===== config.mk =====
export PLATFORM = sky130hd
export DESIGN_NAME = slot_pwr_status
export DESIGN_NICKNAME = d
export VERILOG_FILES = /design/src/rtl/slot_pwr_pkg.sv /design/src/rtl/spw_oc_bank.sv /design/src/rtl/spw_fault_hold.sv /design/src/rtl/spw_reg_port.sv /design/src/rtl/slot_pwr_status.sv
export SDC_FILE = /design/constraint.sdc
export NUM_CORES = 1
export LEC_CHECK = 0
export ABC_CLOCK_PERIOD_IN_PS = 900
export BUFFER_PORTS_ARGS = -buffer_cell sky130_fd_sc_hd__buf_4
export CORE_MARGIN = 5
export CORE_UTILIZATION = 36
export CTS_CLUSTER_SIZE = 14
export DETAILED_ROUTE_END_ITERATION = 8
export PLACE_DENSITY = 0.72
export SLEW_MARGIN = 10
export SYNTH_ARGS = -nofsm -noshare
export SYNTH_HDL_FRONTEND = slang
export SYNTH_SLANG_ARGS = --single-unit

===== constraint.sdc =====
create_clock -name clk -period 0.9 [get_ports clk]
set_input_delay 0.045 -clock clk [delete_from_list [all_inputs] [get_ports clk]]
set_output_delay 0.045 -clock clk [all_outputs]
set_load 0.05 [all_outputs]

===== src/rtl/slot_pwr_pkg.sv =====
package slot_pwr_pkg;

    // Fault holder state: one arm per rail group
    typedef struct packed {
        logic main_arm;
        logic aux_arm;
    } hold_t;

    // Reduce the main-rail part of an event vector (all but the top rail)
    function automatic logic any_main(input logic [31:0] evt, input int unsigned rails);
        logic r;
        r = 1'b0;
        for (int unsigned i = 0; i < 32; i++) begin
            if (i + 1 < rails) r = r | evt[i];
        end
        return r;
    endfunction

endpackage


===== src/rtl/spw_oc_bank.sv =====
module spw_oc_bank #(
    parameter int unsigned RAIL_W = 5
) (
    input  logic              clk,
    input  logic              rst_n,
    input  logic [RAIL_W-1:0] evt,
    input  logic [RAIL_W-1:0] clr,
    output logic [RAIL_W-1:0] flags
);

    typedef struct packed {
        logic [RAIL_W-1:0] flag;
    } bank_t;

    bank_t             bank_d, bank_q;
    logic [RAIL_W-1:0] nxt;

    // Per rail: a new event wins over a clear in the same cycle
    for (genvar i = 0; i < RAIL_W; i++) begin : g_rail
        assign nxt[i] = evt[i] | (bank_q.flag[i] & ~clr[i]);
    end

    always_comb begin
        bank_d      = bank_q;
        bank_d.flag = nxt;
    end

    always_ff @(posedge clk or negedge rst_n) begin
        if (!rst_n) bank_q <= '0;
        else        bank_q <= bank_d;
    end

    assign flags = bank_q.flag;

endmodule


===== src/rtl/spw_fault_hold.sv =====
module spw_fault_hold
    import slot_pwr_pkg::*;
(
    input  logic clk,
    input  logic rst_n,
    input  logic evt_main,
    input  logic evt_aux,
    input  logic on_en,
    input  logic auxen_en,
    input  logic mgmt_mode,
    output logic fault_n
);

    hold_t hold_d, hold_q;

    always_comb begin
        hold_d = hold_q;
        if (mgmt_mode) begin
            hold_d.main_arm = 1'b0;
            hold_d.aux_arm  = 1'b0;
        end else begin
            // each arm drops only with its own enable; new events win
            hold_d.main_arm = evt_main | (hold_q.main_arm & on_en);
            hold_d.aux_arm  = evt_aux  | (hold_q.aux_arm  & auxen_en);
        end
    end

    always_ff @(posedge clk or negedge rst_n) begin
        if (!rst_n) hold_q <= '0;
        else        hold_q <= hold_d;
    end

    assign fault_n = ~(hold_q.main_arm | hold_q.aux_arm);

endmodule


===== src/rtl/spw_reg_port.sv =====
module spw_reg_port #(
    parameter int unsigned          ADDR_W   = 8,
    parameter int unsigned          DATA_W   = 8,
    parameter int unsigned          RW_W     = 5,
    parameter logic [ADDR_W-1:0]    CMD_CODE = 8'h05
) (
    input  logic              clk,
    input  logic              rst_n,
    input  logic [ADDR_W-1:0] cmd_addr,
    input  logic              wr_en,
    input  logic [DATA_W-1:0] wr_data,
    input  logic              rd_en,
    input  logic [DATA_W-1:0] status,
    output logic [RW_W-1:0]   clr,
    output logic [DATA_W-1:0] rd_data
);

    typedef struct packed {
        logic [DATA_W-1:0] rdata;
    } port_t;

    port_t port_d, port_q;
    logic  hit;
    logic  unused_hi;

    assign hit       = (cmd_addr == CMD_CODE);
    assign clr       = (wr_en && hit) ? wr_data[RW_W-1:0] : '0;
    assign unused_hi = ^wr_data[DATA_W-1:RW_W];

    always_comb begin
        port_d       = port_q;
        port_d.rdata = (rd_en && hit) ? status : '0;
    end

    always_ff @(posedge clk or negedge rst_n) begin
        if (!rst_n) port_q <= '0;
        else        port_q <= port_d;
    end

    assign rd_data = port_q.rdata;

endmodule


===== src/rtl/slot_pwr_status.sv =====
module slot_pwr_status
    import slot_pwr_pkg::*;
#(
    parameter int unsigned       RAIL_W   = 5,
    parameter int unsigned       ADDR_W   = 8,
    parameter logic [ADDR_W-1:0] CMD_CODE = 8'h05
) (
    input  logic                 clk,
    input  logic                 rst_n,
    input  logic [ADDR_W-1:0]    cmd_addr,
    input  logic                 wr_en,
    input  logic [RAIL_W+2:0]    wr_data,
    input  logic                 rd_en,
    output logic [RAIL_W+2:0]    rd_data,
    input  logic [RAIL_W-1:0]    oc_evt,
    input  logic                 main_good,
    input  logic                 aux_good,
    input  logic                 on_en,
    input  logic                 auxen_en,
    input  logic                 mgmt_mode,
    output logic                 fault_n,
    output logic                 int_n
);

    localparam int unsigned DATA_W = RAIL_W + 3;

    logic [RAIL_W-1:0] flags;
    logic [RAIL_W-1:0] clr;
    logic [DATA_W-1:0] status;
    logic              evt_main;
    logic              evt_aux;

    assign evt_main = any_main(32'(oc_evt), RAIL_W);
    assign evt_aux  = oc_evt[RAIL_W-1];

    spw_oc_bank #(.RAIL_W(RAIL_W)) u_bank (
        .clk   (clk),
        .rst_n (rst_n),
        .evt   (oc_evt),
        .clr   (clr),
        .flags (flags)
    );

    spw_fault_hold u_hold (
        .clk       (clk),
        .rst_n     (rst_n),
        .evt_main  (evt_main),
        .evt_aux   (evt_aux),
        .on_en     (on_en),
        .auxen_en  (auxen_en),
        .mgmt_mode (mgmt_mode),
        .fault_n   (fault_n)
    );

    // Fault summary on top, then live path states, then sticky rail flags
    assign status = {~fault_n, main_good, aux_good, flags};
    assign int_n  = ~(|flags);

    spw_reg_port #(
        .ADDR_W   (ADDR_W),
        .DATA_W   (DATA_W),
        .RW_W     (RAIL_W),
        .CMD_CODE (CMD_CODE)
    ) u_port (
        .clk      (clk),
        .rst_n    (rst_n),
        .cmd_addr (cmd_addr),
        .wr_en    (wr_en),
        .wr_data  (wr_data),
        .rd_en    (rd_en),
        .status   (status),
        .clr      (clr),
        .rd_data  (rd_data)
    );

endmodule


==> results.txt <==
* Post-detailed-routing wire length: 1.673 mm
- Of the total power, registers draw 0.546.
- Across the run, the number of max-cap violations was 0.
* Signal arrival time at the worst endpoint: 1470 ps
- Area overhead of the layout relative to synthesis: 76.40%
- Total number of clock tree sinks: 15
- The number of antenna violations at the first check in global routing came to 0.
* Highest achievable clock rate: 660.3 MHz
- Commonest cells after routing, fill and taps aside: 30 x buf_4, 15 x dfrtp_1, 12 x buf_6
* Most common library cell in the layout ignoring fill and taps: buf_4
* Total placed instance area: 978.4 um^2
- At the later pin of the worst-skew pair, clock insertion delay measures 270 ps.
- Setup violations remaining at the end of the flow were counted as 8.
- CTS tree: done
- Worst path top cell family by delay: simple AND/OR/NAND/NOR gates
* Switching share of power: 0.2232
- For met1 alone, demand over resource in global routing was 0.1431.
- For the pin with the worst max-slew slack, the measured transition is 300.5 ps.
- Setup slack on the critical path of the routed design comes to -614.5 ps.
* Share of the clock period used by the worst path: 1.683
* Max incr delay on CP: 550 ps
* Detail-routed net length per standard cell: 14.94 um
- The initial utilization of the core area, before any placement, comes to 0.3704.
- Entering global routing, the biggest net connects 16 pins.
- Worst Skew: 1.204 ps
- Number of DRC violations after detailed-routing iteration 0: 7
* Time the worst path needs with I/O delays and setup: 1514 ps
- Power spent charging and discharging nets: 280.1 uW
- Counting tap cells, the placed design contains a total of 104 instances.
- Number of standard cells in the layout, taps in and fillers out: 112
* Antenna fix cells: 0
- Across the VDD grid, the largest voltage drop is 0.8447 mV.
- The die is 51.69 um wide.
- CTS Root Buffer Type: clkbuf_4
- STA classifies the critical path endpoint as a primary output.
- In this run the cell area of the synthesized design comes to 625.6 um^2.
- Number of buffers inserted during clock tree synthesis: 3
* Cell at the slowest stage of the critical path: or4_4
- Slew Viols, Final: 0
- Largest area contributor in the synthesized netlist: dfrtp_1
- Total GRT Usage: 0.1363
- At the worst endpoint, the required time is 850 ps.
- Violations in the final reports: negative setup slack
- Traced cell by cell, the critical path runs through or4_4 > nor2_4 > buf_6.
- Number of design rule violations left after detail routing: 0
- Synthesis inferred 15 register bits.
- A synthesized cell averages 13.31 um^2.
- In this run the tightest slew margin relative to its limit is 0.7978.
- Of the cells placed in the final design, the portion with a size suffix greater than 1 is 0.5474.
* Final count of hold timing violations: 0
* Yosys warning total: 0
- For this run, global-route usage on met3 was measured as 0.05158.
- Number of global-route vias before repair: 588
* Area of the die: 2671 um^2
* Most area-consuming cells after synthesis: dfrtp_1 60%, and4_1 9.8%, o32a_1 8.0%, nand3b_1 6.0%, or4b_1 3.2%
* Busiest layer in global routing: met2
* Fraction of the yosys area taken by sequential cells: 0.6000
- The number of buffers and inverters on the critical path is 1.
* Final design area excluding fillers: 1104 um^2
- At the end of routability-driven placement, the weighted congestion stood at 0.7511.
* Leakage power figure: 0.0004974 uW
* Number of top-level pins: 40
- When the netlist entered floorplanning its net count stood at 77.
* Category of the most critical setup path: reg -> out
* Combinational share of power: 0.166
* Met2 usage: 0.2436
- Setup Total Neg Slack: -887.2 ps
- Layout net count: 126
* Total iterations of the first detailed-routing run: 4
* Synth unique cells: 13
* Buffer depth of the longest clock path: 2
- Unrepaired setup endpoints after global routing: yes
* Die span in y: 51.69 um
- Std cell rows: 15
- Clock network fraction of total power: 0.287
- Synthesis handed over a netlist of 47 instances.
- Detailed-route via count: 594
- In this run the remaining antenna-violating nets after routing total 0.
- In the routed layout, each cell is associated on average with a via count of 5.304.
* # H-tree levels: 1
- The worst setup path is launched from a flop.
- The internal power of the cells totals 974.8 uW.
* CTS clk-pin slew, worst paths: 80 ps
- The flow ran to the end, but the final reports show violations.
- The count of buffers added on input and output ports is 36.
* Placeable Area: 1689 um^2
- Total grt overflow: 0
- Of all nets on the critical path, the largest fanout is 2.
- In this run the power density over the cells is 1137 nW/um^2.
* Share of the synthesized area in the top cell type: 0.6000
- First-pass GRT wire length: 2.615 mm
- Worst min path class: in -> reg
-- repair_timing --
item                                    in CTS  in global routing
hold buffers                                 2                  1
gates resized for setup                      4                 11
buffers inserted                             1                  0
endpoints found under the setup margin       7                 13
pin swaps                                    9                  3
hold endpoints to repair                    17                  1
-- worst min-delay path: stages --
cell and delay [ps]:
buf_4 110, nand2_1 50, a21oi_1 60
-- cell type report --
class                           instances  area, um^2
Tap cell                               17       21.27
Clock buffer                            4       26.28
Fill cell                             132       585.6
Timing Repair Buffer                   46       405.4
Sequential cell                        15       375.4
Multi-Input combinational cell         30       275.3
-- metrics by stage --
| stage | util | setup WS, ps | total power [uW] | hold slack, ps |
|---|---|---|---|---|
| after floorplan | - | -347.7 | 751.1 | -250.6 |
| after global placement | 0.5793 | -346.2 | 872.3 | -96.31 |
| after detailed placement | 0.5793 | -373.0 | 876.4 | -93.94 |
| after CTS | 0.6200 | -634.2 | 1261 | 11.39 |
| after global routing | 0.6533 | -678.3 | 1331 | 0.6246 |
| final | 0.6533 | -614.5 | 1255 | 19.64 |
-- cells in the mapped netlist --
cell type	instances
nor4_1	1
nand3b_1	5
o32a_1	5
or4_1	1
nand2_1	1
nor2_1	3
a21oi_1	2
nor4b_2	1
buf_2	2
or4b_1	2
dfrtp_1	15
nor4b_1	2
and4_1	7
-- path summary, 6_finish.rpt --
path	start	to	slack [ps]	cells past startpoint
worst min register to register	u_hold.hold_q[1]	u_hold.hold_q[1]	570	2
worst max register to register	u_hold.hold_q[0]	u_port.rd_data[7]	-10	3
worst min-delay path	on_en	u_hold.hold_q[1]	20	3
min in group asynchronous	rst_n	u_port.rd_data[7]	160	2
max in group asynchronous	rst_n	u_bank.flags[0]	580	2
worst max-delay path	u_bank.flags[0]	int_n	-610	3
-- routing by layer --
layer  up-vias  wire, um
met5         -         0
met4         0        20
met3         2       139
met2        30       883
met1       277       630
li1        285         -
-- flip-flops by register name, indices dropped and copies added (netlist names) --
register / count
u_port.rd_data: 8
u_bank.flags: 5
u_hold.hold_q: 2
-- logic make-up (layout without fill, tap and decap cells) --
group,after synthesis,count (layout),synth area share
AO/OA/AOI/OAI,7,7,0.09600
AND/OR/NAND/NOR,23,23,0.2880
buffers and inverters,2,50,0.01600
flip-flops,15,15,0.6000
-- power by group through the flow --
| stage | clock (uW) | sequential, uW | combinational (uW) |
|---|---|---|---|
| detailed placement | 0 | 699 | 177 |
| floorplan | 0 | 701 | 50.5 |
| finish | 361 | 686 | 209 |
| CTS | 380 | 686 | 195 |
| global route | 421 | 687 | 224 |
| global placement | 0 | 699 | 174 |
(Power assumes the default switching activity.)
